--- src/rtl/pit_pkg.sv ---
package pit_pkg;

  localparam int PIT_CNT_W = 16;

  typedef enum logic [2:0] {
    MODE_TCINT    = 3'd0,
    MODE_ONESHOT  = 3'd1,
    MODE_RATE     = 3'd2,
    MODE_SQUARE   = 3'd3,
    MODE_SWSTROBE = 3'd4,
    MODE_HWSTROBE = 3'd5
  } pitMode_e;

  // strobes from a channel's control to its datapath
  typedef struct packed {
    logic                 modeWrite;
    logic                 countDone;
    pitMode_e             mode;
    logic [PIT_CNT_W-1:0] countVal;
  } chanCtrl_t;

  function automatic pitMode_e decodeMode(input logic [2:0] field);
    case (field)
      3'd6:    return MODE_RATE;
      3'd7:    return MODE_SQUARE;
      default: return pitMode_e'(field);
    endcase
  endfunction

endpackage

--- src/rtl/pit_chan_ctrl.sv ---
module pit_chan_ctrl
  import pit_pkg::*;
(
  input  logic                 clk,
  input  logic                 rst,
  input  logic                 progWr,
  input  logic                 latchWr,
  input  logic                 countWr,
  input  logic                 readStb,
  input  logic [7:0]           wrData,
  input  logic [PIT_CNT_W-1:0] curCount,
  output chanCtrl_t            ctrlOut,
  output logic [7:0]           rdByte
);

  pitMode_e             modeQ;
  logic                 wrHigh;
  logic [7:0]           lowByte;
  logic                 rdHigh;
  logic                 latched;
  logic [PIT_CNT_W-1:0] latchVal;
  logic [PIT_CNT_W-1:0] readSrc;

  always_comb begin
    ctrlOut.modeWrite = progWr;
    ctrlOut.countDone = countWr & wrHigh;
    ctrlOut.mode      = progWr ? decodeMode(wrData[3:1]) : modeQ;
    ctrlOut.countVal  = {wrData, lowByte};
    readSrc           = latched ? latchVal : curCount;
    rdByte            = rdHigh ? readSrc[15:8] : readSrc[7:0];
  end

  always_ff @(posedge clk) begin
    if (rst) begin
      modeQ    <= MODE_TCINT;
      wrHigh   <= 1'b0;
      lowByte  <= '0;
      rdHigh   <= 1'b0;
      latched  <= 1'b0;
      latchVal <= '0;
    end else if (progWr) begin
      modeQ   <= decodeMode(wrData[3:1]);
      wrHigh  <= 1'b0;
      rdHigh  <= 1'b0;
      latched <= 1'b0;
    end else begin
      if (countWr) begin
        if (!wrHigh) lowByte <= wrData;
        wrHigh <= ~wrHigh;
      end
      if (latchWr && !latched) begin
        latched  <= 1'b1;
        latchVal <= curCount;
      end
      if (readStb) begin
        rdHigh <= ~rdHigh;
        if (rdHigh) latched <= 1'b0;
      end
    end
  end

  // a frozen value is held until the readback completes
  assert_latch_held_R10: assert property (@(posedge clk) disable iff (rst)
    (latched && !readStb && !progWr) |=> (latched && $stable(latchVal)));

endmodule

--- src/rtl/pit_chan_dp.sv ---
module pit_chan_dp
  import pit_pkg::*;
(
  input  logic                 clk,
  input  logic                 rst,
  input  logic                 tick,
  input  logic                 gate,
  input  chanCtrl_t            ctrlIn,
  output logic                 chanOut,
  output logic [PIT_CNT_W-1:0] curCount
);

  localparam int RW = PIT_CNT_W + 1;

  logic [RW-1:0] cnt, reload;
  logic          outQ, loadPend, trigPend, running, armed, gatePrev;
  logic          gateRise, gateOk, hwTrig;
  pitMode_e      mode;

  function automatic logic [RW-1:0] halfUp(input logic [RW-1:0] n);
    return (n + RW'(1)) >> 1;
  endfunction

  function automatic logic [RW-1:0] halfDown(input logic [RW-1:0] n);
    return n >> 1;
  endfunction

  always_comb begin
    mode     = ctrlIn.mode;
    gateRise = gate & ~gatePrev;
    hwTrig   = (mode == MODE_ONESHOT) || (mode == MODE_HWSTROBE);
    gateOk   = hwTrig ? 1'b1 : gate;
    chanOut  = outQ;
    curCount = cnt[PIT_CNT_W-1:0];
  end

  always_ff @(posedge clk) begin
    if (rst) begin
      cnt      <= '0;
      reload   <= '0;
      outQ     <= 1'b0;
      loadPend <= 1'b0;
      trigPend <= 1'b0;
      running  <= 1'b0;
      armed    <= 1'b0;
      gatePrev <= 1'b0;
    end else begin
      gatePrev <= gate;
      if (ctrlIn.modeWrite) begin
        running  <= 1'b0;
        loadPend <= 1'b0;
        trigPend <= 1'b0;
        armed    <= 1'b0;
        outQ     <= (mode != MODE_TCINT);
      end else if (ctrlIn.countDone) begin
        reload <= (ctrlIn.countVal == '0) ? {1'b1, {PIT_CNT_W{1'b0}}}
                                          : {1'b0, ctrlIn.countVal};
        armed  <= 1'b1;
        if (!hwTrig) begin
          loadPend <= 1'b1;
          running  <= 1'b0;
        end
        if (mode == MODE_TCINT) outQ <= 1'b0;
      end else begin
        if (gateRise && armed && hwTrig) trigPend <= 1'b1;
        if (tick) begin
          if (loadPend || trigPend) begin
            loadPend <= 1'b0;
            trigPend <= 1'b0;
            running  <= 1'b1;
            cnt      <= (mode == MODE_SQUARE) ? halfUp(reload) : reload;
            outQ     <= !((mode == MODE_TCINT) || (mode == MODE_ONESHOT));
          end else if (running) begin
            case (mode)
              MODE_TCINT, MODE_ONESHOT: begin
                if (gateOk) begin
                  if (cnt == RW'(1)) begin
                    cnt     <= '0;
                    outQ    <= 1'b1;
                    running <= 1'b0;
                  end else begin
                    cnt <= cnt - RW'(1);
                  end
                end
              end
              MODE_RATE: begin
                if (gateOk) begin
                  if (cnt == RW'(1)) begin
                    cnt  <= reload;
                    outQ <= 1'b1;
                  end else begin
                    cnt <= cnt - RW'(1);
                    if (cnt == RW'(2)) outQ <= 1'b0;
                  end
                end
              end
              MODE_SQUARE: begin
                if (gateOk) begin
                  if (cnt == RW'(1)) begin
                    outQ <= ~outQ;
                    cnt  <= outQ ? halfDown(reload) : halfUp(reload);
                  end else begin
                    cnt <= cnt - RW'(1);
                  end
                end
              end
              default: begin
                if (cnt == '0) begin
                  outQ    <= 1'b1;
                  running <= 1'b0;
                end else if (gateOk) begin
                  if (cnt == RW'(1)) outQ <= 1'b0;
                  cnt <= cnt - RW'(1);
                end
              end
            endcase
          end
        end
      end
    end
  end

  // the strobe low lasts a single tick
  assert_strobe_one_tick_R8: assert property (@(posedge clk) disable iff (rst)
    ((mode == MODE_SWSTROBE || mode == MODE_HWSTROBE) && !outQ && tick
      && !ctrlIn.modeWrite && !ctrlIn.countDone) |=> outQ);

  // once the terminal count is reached the output holds high
  assert_tc_hold_R4: assert property (@(posedge clk) disable iff (rst)
    (mode == MODE_TCINT && outQ && !ctrlIn.modeWrite && !ctrlIn.countDone) |=> outQ);

  // the one-shot pulse only starts on a tick
  assert_oneshot_start_R5: assert property (@(posedge clk) disable iff (rst)
    ($fell(outQ) && mode == MODE_ONESHOT) |-> $past(tick));

  // a running square wave never sits at a zero half-count
  assert_square_live_R7: assert property (@(posedge clk) disable iff (rst)
    (mode == MODE_SQUARE && running) |-> (cnt != '0));

endmodule

--- src/rtl/pit_timer.sv ---
module pit_timer
  import pit_pkg::*;
#(
  parameter int NUM_CH = 3
) (
  input  logic              clk,
  input  logic              rst,
  input  logic [NUM_CH-1:0] cntTick,
  input  logic [NUM_CH-1:0] gate,
  input  logic              busWr,
  input  logic              busRd,
  input  logic [1:0]        busAddr,
  input  logic [7:0]        busWrData,
  output logic [7:0]        busRdData,
  output logic [NUM_CH-1:0] timerOut
);

  localparam logic [1:0] CTRL_ADDR = 2'd3;

  logic       ctrlHit, isLatch;
  logic [1:0] selField;
  logic [7:0] rdBytes [NUM_CH];

  always_comb begin
    ctrlHit  = busWr && (busAddr == CTRL_ADDR);
    selField = busWrData[7:6];
    isLatch  = (busWrData[5:4] == 2'b00);
  end

  for (genvar i = 0; i < NUM_CH; i++) begin : g_chan
    chanCtrl_t             ctrlLink;
    logic [PIT_CNT_W-1:0]  countNow;
    logic                  progWr, latchWr, countWr, readStb;

    always_comb begin
      progWr  = ctrlHit && (selField == 2'(i)) && !isLatch;
      latchWr = ctrlHit && (selField == 2'(i)) && isLatch;
      countWr = busWr && (busAddr == 2'(i));
      readStb = busRd && (busAddr == 2'(i));
    end

    pit_chan_ctrl u_ctrl (
      .clk(clk), .rst(rst), .progWr(progWr), .latchWr(latchWr),
      .countWr(countWr), .readStb(readStb), .wrData(busWrData),
      .curCount(countNow), .ctrlOut(ctrlLink), .rdByte(rdBytes[i])
    );

    pit_chan_dp u_dp (
      .clk(clk), .rst(rst), .tick(cntTick[i]), .gate(gate[i]),
      .ctrlIn(ctrlLink), .chanOut(timerOut[i]), .curCount(countNow)
    );
  end

  always_comb begin
    busRdData = 8'h00;
    for (int k = 0; k < NUM_CH; k++)
      if (busAddr == 2'(k)) busRdData = rdBytes[k];
  end

endmodule

--- config.mk ---
export PLATFORM = sky130hd
export DESIGN_NAME = pit_timer
export DESIGN_NICKNAME = d
export VERILOG_FILES = /design/src/rtl/pit_pkg.sv /design/src/rtl/pit_chan_ctrl.sv /design/src/rtl/pit_chan_dp.sv /design/src/rtl/pit_timer.sv
export SDC_FILE = /design/constraint.sdc
export NUM_CORES = 1
export LEC_CHECK = 0
export BUFFER_PORTS_ARGS = -buffer_cell sky130_fd_sc_hd__buf_4
export CORE_MARGIN = 8
export CORE_UTILIZATION = 40
export DETAILED_ROUTE_END_ITERATION = 10
export GPL_ROUTABILITY_DRIVEN = 0
export SLEW_MARGIN = 20
export SYNTH_ARGS = -nofsm -noshare
export SYNTH_HDL_FRONTEND = slang
export SYNTH_SLANG_ARGS = --single-unit
export TNS_END_PERCENT = 1
--- constraint.sdc ---
create_clock -name clk -period 3.4 [get_ports clk]
set_input_delay 0.51 -clock clk [delete_from_list [all_inputs] [get_ports clk]]
set_output_delay 0.51 -clock clk [all_outputs]
set_load 0.005 [all_outputs]
After elaboration in Yosys (flattened, before gate mapping):

Cells that the tools add are included.

* add/sub/neg operators: 6
* equality and inequality tests: 52
* multiplexer cells: 166
* bitwise logic cells: 24
* reductions and logical operators: 110

Operator list (count)
* 2-to-1 mux 17 bit: 36
* case mux 17 bit (3 select lines): 3
* 2-to-1 mux 1 bit: 105
* 2-to-1 mux 16 bit: 6
* inequality test 5 x 3 -> 1 bit, second input constant: 15
* adder 17 x 1 -> 17 bit, second input constant: 3
* equality test 17 x 1 -> 1 bit, second input constant: 3
* equality test 17 x 2 -> 1 bit, second input constant: 3
* logical NOT 17 bit: 3
* subtractor 17 x 1 -> 17 bit, second input constant: 3
* logical NOT 16 bit: 3
* 2-to-1 mux 8 bit: 6
* AND reduction 11 bit: 3
* logical AND 1 bit: 25
* nonzero test 2 bit: 12
* equality test 3 x 2 -> 1 bit, second input constant: 6
* inequality test 6 x 3 -> 1 bit, second input constant: 3
* inverter 1 bit: 18
* AND reduction 2 bit: 9
* AND reduction 3 bit: 6
* AND reduction 6 bit: 3
* nonzero test 3 bit: 6
* nonzero test 6 bit: 3
* OR reduction 2 bit: 9
* 18 further kinds: 66

* bits in registers: 210
* input port bits: 20
* logic and storage cells: 400

Logic depth before layout (Yosys ltp):

Gate-level depths: netlist of the first run.

* depth in word-level cells: 16
* gate-level depth with buffers: 12

By module:

Synthesis of the first run repeated with hierarchy kept, for this count alone.

* cell total of the unflattened synthesis: 1945
* area total of the unflattened synthesis: 15677.5 um^2

By module, submodules not included
* pit_chan_dp at g_chan[1].u_dp ...: times used 2, cells an instance 485, area each 3510.9 um^2, seq. area each 800.8 um^2
* pit_chan_ctrl: times used 3, cells an instance 148, area each 1611.5 um^2, seq. area each 600.6 um^2
* pit_chan_dp at g_chan[0].u_dp: times used 1, cells an instance 493, area each 3523.4 um^2, seq. area each 800.8 um^2
* pit_timer: times used 1, cells an instance 38, area each 297.8 um^2, seq. area each 0.0 um^2

Least setup slack after synthesis of the first run:

No wires, ideal clock.

* kind: input to register
* from: input busWrData[4]
* to: register g_chan[0].u_dp.outQ
* arrival: 2699 ps
* slack: 610 ps
* cell stages on the path: 9
* path buffers: 2
* cells stage by stage: buf_2 -> o2111ai_1 -> buf_4 -> nor2_1 -> o31ai_1 -> or4b_1 -> a41oi_2 -> a21oi_1 -> a311oi_1

* longest elaborated chain between the ends: 12

Ends and longest elaborated chain
* start, declared: RTL line pit_timer.sv:13 `input logic [7:0] busWrData,`
* logical NOT 2 bit *: RTL line pit_timer.sv:27 `isLatch = (busWrData[5:4] == 2'b00);`
* logical NOT 1 bit *: RTL line pit_timer.sv:36 `progWr = ctrlHit && (selField == 2'(i)) && !isLatch;`
* logical AND 1 bit *: RTL line pit_timer.sv:36
* 2-to-1 mux 3 bit: RTL line pit_chan_ctrl.sv:27 `ctrlOut.mode = progWr ? decodeMode(wrData[3:1]) : modeQ;`
* equality test 3 x 1 -> 1 bit or logical NOT 3 bit (tied branches)
* OR reduction 2 bit
* case mux 1 bit (3 select lines): RTL line pit_chan_dp.sv:74 `case (mode)`
* 2-to-1 mux 1 bit: RTL line pit_chan_dp.sv:73 `end else if (running) begin`
* 2-to-1 mux 1 bit: RTL line pit_chan_dp.sv:67 `if (loadPend || trigPend) begin`
* 2-to-1 mux 1 bit: RTL line pit_chan_dp.sv:66 `if (tick) begin`
* 2-to-1 mux 1 bit: RTL line pit_chan_dp.sv:55 `end else if (ctrlIn.countDone) begin`
* 2-to-1 mux 1 bit: RTL line pit_chan_dp.sv:49 `if (ctrlIn.modeWrite) begin`
* end signal, assigned: RTL line pit_chan_dp.sv:54 `outQ <= (mode != MODE_TCINT);`
* end signal, assigned: RTL line pit_chan_dp.sv:72 `outQ <= !((mode == MODE_TCINT) || (mode == MODE_ONESHOT));`
* end signal, assigned: RTL line pit_chan_dp.sv:100 `outQ <= ~outQ;`
* end, declared: RTL line pit_chan_dp.sv:16 `logic outQ, loadPend, trigPend, running, armed, gatePrev;`

Every way passes the cells marked *; elsewhere a longest branch is shown, timed or not. The select of a mux whose other input is x is not followed.
A chain may end at the register's enable or synchronous reset.

Worst setup path in the final report of the first run:

* from: register g_chan[1].u_dp.cnt[11]
* to: register g_chan[1].u_dp.cnt[14]

* longest elaborated chain between the ends: 6

Ends and longest elaborated chain
* start, declared: RTL line pit_chan_dp.sv:15 `logic [RW-1:0] cnt, reload;`
* start signal, assigned: RTL line pit_chan_dp.sv:71 `cnt <= (mode == MODE_SQUARE) ? halfUp(reload) : reload;`
* start signal, assigned: RTL line pit_chan_dp.sv:82 `cnt <= cnt - RW'(1);`
* start signal, assigned: RTL line pit_chan_dp.sv:89 `cnt <= reload;`
* subtractor 17 x 1 -> 17 bit or equality test 17 x 1 -> 1 bit (tied branches)
* 2-to-1 mux 17 bit (on tied branches) (2 in a row)
* case mux 17 bit (3 select lines): RTL line pit_chan_dp.sv:74
* 2-to-1 mux 17 bit: RTL line pit_chan_dp.sv:73
* 2-to-1 mux 17 bit: RTL line pit_chan_dp.sv:67

Several ways; a longest one is shown, not always the timed one. The select of a mux whose other input is x is not followed.

==> metrics.txt, run 1 <==
status completed; endpoint class of the critical path register; Hold Path Class in -> reg; DR DRC count 0; critical path arrival 3.47 ns; Clock Skew 0.0111 ns; wire per inst 20.0 um; HPWL Detailed 34,000 um; CTS tree yes; Hold Vio Cnt, Final 0; register bit count reported by yosys 210; Seq/Total Area, Yosys 30.1%; GRT Total Usage 21.9%; post-route clock period utilization 90.8%; PD cells 361 nW/um^2; Max FO, Critical Path 12; Ports 31; post-synthesis cell area 14,000 um^2; Slew HR 38.4%; worst hold start gate[1]; Worst setup SP type register; die footprint 41,100 um^2; Hold-fix buffers, CTS 0; Worst VDD drop 370 uV; cts bufs inserted 25; drt first pass iters 5; layout cell share with drive strength beyond 1 11.3%; Core Area 34,500 um^2; commonest non-fill, non-tap cell in the layout nand2_1; first-pass GRT wire length 74,700 um; final net count 1,907; distinct cell type count after synthesis 78; starting density of the core 40.5%; area growth from synthesis to layout 11.1%; drt initial violations 1,249; Post-synth top flop dfxtp_1; setup TNS 0 ns; Post-synth EDFFs 0; cell count after synthesis 1,911; post-route cell area 15,500 um^2; grt ovf 0; H-tree levels 1; die width 203 um; Synth Area per Inst 7.31 um^2; number of global-route vias before repair 13,400; Rows 68; RSZ-0062 raised after global routing false; via/cell ratio 6.12; Clock Sinks 210; pin count of the biggest net entering global routing 64; placed instance area 14,700 um^2; Worst-path clk slew 0.06 ns; routed wire length 47,000 um; Pleak 5.31 nW; Tmin final 3.09 ns; Post-CTS Resized 0; antenna violations before repair 1; max frequency 324 MHz; clk_lat worst skew 0.53 ns; antenna fix cells 0; Syn Nets 1,946; antenna viol nets, final 0; Setup Buffers After CTS 0; WP data required 3.78 ns; Root Buffer clkbuf_16; via count 14,400; clk buf depth 3; hold_ws 0.267 ns; worst-margin pin slew 0.924 ns; origin of the critical flop-to-flop path g_chan[1].u_dp.cnt[11]; final setup fails 0; max-slew violations 0; Die Height 203 um; max-cap violation count 0; Port Buffers 30; fraction of registers with async set or reset after synthesis 0%; Syn. warnings 0; worst setup path startpoint g_chan[1].u_dp.cnt[11]; most frequent cells in the layout 365 x nand2_1, 220 x a21oi_1, 210 x dfxtp_1; kind of critical path reg -> reg
==> routing by layer <==
metal,vias to the layer above,track usage [%],routed length [um]
met5,-,0,0
met4,0,6.48,1360
met3,90,2.52,3130
met2,586,34.5,21100
met1,6822,31.0,21400
li1,6853,-,-
==> cell type report <==
cell class                 count  area, um^2
clock buffer                  32         682
clock inverter                12         125
fill                        3488       19000
inverter                      22        82.6
multi-input combinational   1494        8950
sequential                   210        4200
tap                          455         569
timing repair buffer         119         897
==> flip-flops by register name (all words and copies together) (netlist names), 9 cells and up <==
| signal | flops |
|---|---|
| g_chan.u_dp.reload | 51 |
| g_chan.u_ctrl.latchVal | 48 |
| g_chan.u_dp.cnt | 51 |
| g_chan.u_ctrl.modeQ | 9 |
| g_chan.u_ctrl.lowByte | 24 |
==> stage by stage <==
stage / worst slack, ns / cells / utilization (%) / power (W)
6_report: 0.312 / 2344 / 45.0 / 0.00561
5_1_grt: 0.0381 / 2344 / 45.0 / 0.00579
4_1_cts: 0.369 / 2344 / 45.0 / 0.00564
3_5_place_dp: 0.262 / 2300 / 42.7 / 0.00297
3_3_place_gp: 0.312 / 2300 / 42.7 / 0.00297
2_1_floorplan: 0.610 / 1911 / - / 0.00284
==> cell usage after synthesis, drive strengths merged (15+ instances only) <==
cell type / number / area (um^2)
nand2: 365 / 1370
a21oi: 220 / 1100
dfxtp: 210 / 4200
clkbuf: 157 / 589
nor2: 129 / 484
o21ai: 83 / 415
nand3: 74 / 370
nor3: 45 / 230
xnor2: 41 / 359
a211oi: 38 / 285
nor4: 35 / 240
xor2: 32 / 280
buf: 28 / 140
mux2i: 27 / 270
mux4: 24 / 541
a31oi: 23 / 144
o211ai: 23 / 173
inv: 22 / 82.6
nand4: 22 / 138
nor2b: 18 / 113
or3: 18 / 123
a221oi: 17 / 149
and3: 15 / 93.8
ha: 15 / 188
==> final timing paths <==
kind	to	slack (ns)	cells after the start
min	g_chan[1].u_dp.gatePrev	0.27	2
max	g_chan[1].u_dp.cnt[14]	0.31	8
max reg2reg	g_chan[1].u_dp.cnt[14]	0.31	8
min reg2reg	g_chan[2].u_ctrl.latchVal[13]	0.45	2
==> critical path, cell delays in order, from the launching register on <==
cell and delay (ns):
dfxtp_1 0.37, nor4_1 0.54, and4_1 0.39, nor4b_1 0.62
a31oi_1 0.20, o21a_1 0.36, buf_4 0.26, nor2_1 0.12
a211oi_1 0.07
==> power by group <==
part | switching (W) | total (W) | internal (W)
combinational | 0.000259 | 0.000404 | 0.000145
clock | 0.00111 | 0.00268 | 0.00157
sequential | 0.0000393 | 0.00252 | 0.00249
==> cell families (layout without fill, tap and decap cells) <==
family | count (synthesis) | in the layout | share of synthesized area, %
muxes | 55 | 55 | 6.13
buffers and inverters | 207 | 185 | 5.82
AOI/OAI and AO/OA | 550 | 550 | 25.1
adders and majority gates | 15 | 15 | 1.34
xor gates and xnor gates | 73 | 73 | 4.58
DFF | 210 | 210 | 30.1
and+or+nand+nor | 801 | 801 | 26.9
Power figures use the tool's default switching activity.
==> run 2: changes to the inputs <==
Settings changed: CORE_UTILIZATION 40 to 48.
==> run 2 against run 1 <==
Worst hold slack gained 0.0052 ns. Critical path type unchanged. Die area decreased by 15%. Register-to-register slack about the same. Clock power barely moved. Non-clock buffer count shrank 9. Global-route usage up 4.1 points. Sequential share of layout area up 0.18 points. Flip-flop and latch count stayed put. Combinational power is 1% higher. Routed wire length up 0.35%. Via count rose by 0.66%.
==> metrics.txt, run 2 (synthesis results as in run 1) <==
CTS tree yes; post-route clock period utilization 90.6%; Worst setup SP type register; PD cells 366 nW/um^2; biggest regs g_chan.u_dp.cnt x51, g_chan.u_dp.reload x51, g_chan.u_ctrl.latchVal x48; hold_ws 0.272 ns; Power, Total 0.00564 W; number of global-route vias before repair 13,400; hold endpoint g_chan[1].u_ctrl.latched; Worst-path clk slew 0.06 ns; grt ovf 0; commonest non-fill, non-tap cell in the layout nand2_1; FF-to-FF setup slack 0.32 ns; drt initial violations 1,528; kind of critical path reg -> reg; final net count 1,898; R2R depth 6; RSZ-0062 raised after global routing false; clk buf depth 3; Post-CTS Resized 0; Tmin final 3.08 ns; max-slew violations 0; worst setup path startpoint g_chan[1].u_dp.cnt[11]; via count 14,400; antenna viol nets, final 0; H-tree levels 1; HPWL Detailed 33,400 um; max-cap violation count 0; endpoint class of the critical path register; Reg area 4200 um^2; WP data required 3.84 ns; antenna violations before repair 1; RR Endpoint g_chan[1].u_dp.cnt[5]; cts bufs inserted 25; critical path's slowest cell nor4_1; routed wire length 47,100 um; Ports 31; worst hold stages 2; setup TNS 0 ns; most frequent cells in the layout 365 x nand2_1, 220 x a21oi_1, 210 x dfxtp_1; worst-margin pin slew 1.05 ns; Clock Skew 0.0186 ns; worst hold start busRd; Max FO, Critical Path 22; drt first pass iters 6; die footprint 34,800 um^2; crit path cell chain nor4_1, and4_1, nor4b_1, a31oi_1, o21a_1, o221a_2; Root Buffer clkbuf_16; Util after Layout 53.7%; Core Area 28,700 um^2; DR DRC count 0; Clock Sinks 210; layout cell share with drive strength beyond 1 11.0%; clk_lat worst skew 0.54 ns; die width 187 um; critical path arrival 3.52 ns; Worst VDD drop 332 uV; Hold Path Class in -> reg; first-pass GRT wire length 75,600 um; status completed; Hold-fix buffers, CTS 0; GRT Total Usage 26.0%; pin count of the biggest net entering global routing 187; via/cell ratio 6.38; max frequency 325 MHz; Die Height 187 um; Port Buffers 30; Setup Buffers After CTS 0; Hold Vio Cnt, Final 0; Slew HR 29.3%; starting density of the core 48.6%; Rows 62; area growth from synthesis to layout 10.3%; area of the multi-input gates 8960 um^2; wire per inst 20.8 um; fillcell total 2,799; Pleak 5.29 nW; final setup fails 0; origin of the critical flop-to-flop path g_chan[1].u_dp.cnt[11]; Worst path max stage delay 0.61 ns
## run 2: changes by cell type in the layout (fill, tap and decap cells not counted), sizes merged, moves of 2 or more
cell / change
buf: -9
clkbuf: +5
clkinv: -2
clkinvlp: -2
## run 2: report_power, final
| group | leakage (nW) | internal (W) | switching, W |
|---|---|---|---|
| combinational | 3.18 | 0.000148 | 0.000262 |
| sequential | 1.69 | 0.00249 | 0.0000400 |
| clock | 0.410 | 0.00161 | 0.00110 |
| total | 5.29 | 0.00424 | 0.00141 |
## run 2: metal layers
layer	GRT usage (%)	wire length, um	part of all wire (%)
met2	41.5	21200	45
met4	7.33	1370	2.9
met5	0	0	0
met1	36.6	21300	45
met3	2.83	3250	6.9
## run 2: worst max path at each step
| stage | slack (ns) | endpoint | depth (start not counted) |
|---|---|---|---|
| floorplan | 0.61 | g_chan[0].u_dp.chanOut | 9 |
| global placement | 0.25 | g_chan[2].u_dp.cnt[11] | 7 |
| finish | 0.32 | g_chan[1].u_dp.cnt[5] | 6 |
| detailed placement | 0.24 | g_chan[2].u_dp.cnt[8] | 7 |
| global route | 0.04 | g_chan[1].u_dp.cnt[0] | 7 |
| CTS | 0.23 | g_chan[2].u_dp.cnt[8] | 7 |
## run 2: area by class of cell
type                       count  area share [%]
antenna                        1          0.0162
clock buffer                  37            4.87
clock inverter                 8           0.536
inverter                      22           0.536
multi-input combinational   1494            58.2
sequential                   210            27.3
tap                          384            3.12
timing repair buffer         110            5.47
## run 2: worst max-delay path, delay by kind of cell (launching register included)
kind | cells | cell delay [ns]
simple gates | 3 | 1.53
flops | 1 | 0.37
compound gates | 3 | 1.07
## run 2: metrics by stage
step | cells | instance area [um^2] | worst slack (ns)
5_1_grt | 2266 | 15400 | 0.0394
3_5_place_dp | 2220 | 14600 | 0.243
4_1_cts | 2265 | 15400 | 0.230
6_report | 2266 | 15400 | 0.321
3_3_place_gp | 2220 | 14600 | 0.250
2_1_floorplan | 1911 | 14000 | 0.610
==> run 3: changes to the inputs <==
Settings changed: PLACE_DENSITY set to 0.61.
==> run 3 against run 2 <==
Largest cell class unchanged. Register-to-register slack gained 0.07 ns. Critical path depth did not move. Sequential share of layout area shrank 0.20 points.
==> metrics.txt, run 3 (synthesis results as in run 1) <==
status completed; Max FO, Critical Path 22; antenna violations before repair 2; Core Area 28,700 um^2; fin cells 2,278; worst setup path end g_chan[1].u_dp.cnt[5]; HPWL Detailed 33,600 um; Worst VDD drop 404 uV; Slew HR 45.6%; placed instance count 2,232; GR Util met3 3.80%; post-route clock period utilization 88.5%; WP data required 3.82 ns; placed instance area 14,700 um^2; Sw Pwr 0.00139 W; first-pass GRT wire length 75,300 um; Worst path max stage delay 0.57 ns; starting density of the core 48.6%; via/cell ratio 6.34; Ports 31; CP delay by family, top simple AND/OR/NAND/NOR gates; max frequency 333 MHz; drt initial violations 1,571; fillcell total 2,823; PD cells 367 nW/um^2; antenna viol nets, final 0; layout cell share with drive strength beyond 1 11.4%; final setup fails 0; area growth from synthesis to layout 11.1%; max-slew violations 0; crit path cell chain nor4_1, and4_1, nor4b_1, a31oi_1, o21a_1, o221a_2; worst-margin pin slew 0.809 ns; Rows 62; critical path's slowest cell nor4b_1; die footprint 34,800 um^2; RR Endpoint g_chan[1].u_dp.cnt[5]; most frequent cells in the layout 365 x nand2_1, 220 x a21oi_1, 210 x dfxtp_1; CP Buf/Inv Count 0; setup TNS 0 ns; commonest non-fill, non-tap cell in the layout nand2_1; drt first pass iters 6; final net count 1,910; biggest regs g_chan.u_dp.cnt x51, g_chan.u_dp.reload x51, g_chan.u_ctrl.latchVal x48; critical path arrival 3.42 ns; pin count of the biggest net entering global routing 127; Port Buffers 30; RSZ-0062 raised after global routing false; worst setup path startpoint g_chan[1].u_dp.cnt[11]; Worst setup SP type register; Root Buffer clkbuf_16; number of global-route vias before repair 13,500; DR DRC count 0; met2 usage 41.3%; Die Height 187 um; Crit path depth 6; Worst-path clk slew 0.06 ns; Reg power frac 44.3%; cts bufs inserted 25; Clock Sinks 210; H-tree levels 1; endpoint class of the critical path register; clk buf depth 3; Hold Vio Cnt, Final 0; routed wire length 47,000 um; Clock Skew 0.0159 ns; Sw Ratio 24.3%; Power, Total 0.00570 W; Tmin final 3.01 ns; die width 187 um; Hold-fix buffers, CTS 0; via count 14,400; Pleak 5.37 nW; Post-CTS Resized 0; origin of the critical flop-to-flop path g_chan[1].u_dp.cnt[11]; grt ovf 0; worst hold start busRd; clk_lat worst skew 0.53 ns; R2R depth 6; GRT Total Usage 25.8%; Hold Path Class in -> reg; CTS tree yes; combinational power share 7.1%; FF-to-FF setup slack 0.39 ns; Int Pwr 0.00431 W; met1 GRT Util 35.3%; Setup Buffers After CTS 0; post-route cell area 15,500 um^2; wire per inst 20.6 um; max-cap violation count 0; Clock power frac 48.6%; GRT busiest layer met2; kind of critical path reg -> reg
run 3: how the worst min path moves through the flow:
stage / to / slack (ns) / cells after the start
6_report: g_chan[1].u_ctrl.latched / 0.27 / 2
5_1_grt: g_chan[1].u_ctrl.latched / 0.26 / 2
4_1_cts: g_chan[1].u_ctrl.latched / 0.24 / 2
3_5_place_dp: g_chan[0].u_ctrl.latchVal[9] / 0.45 / 2
3_3_place_gp: g_chan[1].u_ctrl.latchVal[10] / 0.44 / 2
2_1_floorplan: g_chan[0].u_ctrl.latchVal[0] / 0.43 / 2
run 3: layout make-up:
type | instances | area [um^2] | area share (%)
Clock buffer | 34 | 709 | 4.57
Timing Repair Buffer | 122 | 957 | 6.17
Multi-Input combinational cell | 1494 | 8950 | 57.7
Sequential cell | 210 | 4200 | 27.1
Clock inverter | 10 | 133 | 0.855
Antenna cell | 2 | 5.00 | 0.0323
Inverter | 22 | 82.6 | 0.532
Tap cell | 384 | 480 | 3.10
run 3: worst register-to-register path: stages (launching register included):
cell	delay (ns)
dfxtp_1	0.37
nor4_1	0.51
and4_1	0.39
nor4b_1	0.57
a31oi_1	0.20
o21a_1	0.47
o221a_2	0.40
run 3: power by group through the flow:
stage,logic [W],clock network [W],registers [W]
finish,0.000405,0.00277,0.00252
global route,0.000439,0.00291,0.00253
CTS,0.000400,0.00282,0.00252
detailed placement,0.000398,0,0.00258
global placement,0.000396,0,0.00258
floorplan,0.000287,0,0.00255
run 3: stage by stage:
step	hold slack [ns]	utilization [%]	setup WS, ns
after CTS	0.241	54.0	0.432
final	0.266	54.1	0.393
after detailed placement	0.447	51.1	0.420
after global placement	0.438	51.1	0.429
after global routing	0.260	54.1	0.0913
after floorplan	0.433	-	0.610
run 3: layer usage:
metal	up-vias	share of wire (%)
met3	95	7.4
met2	575	46
met4	0	2.9
li1	6872	-
met1	6890	44
met5	-	0
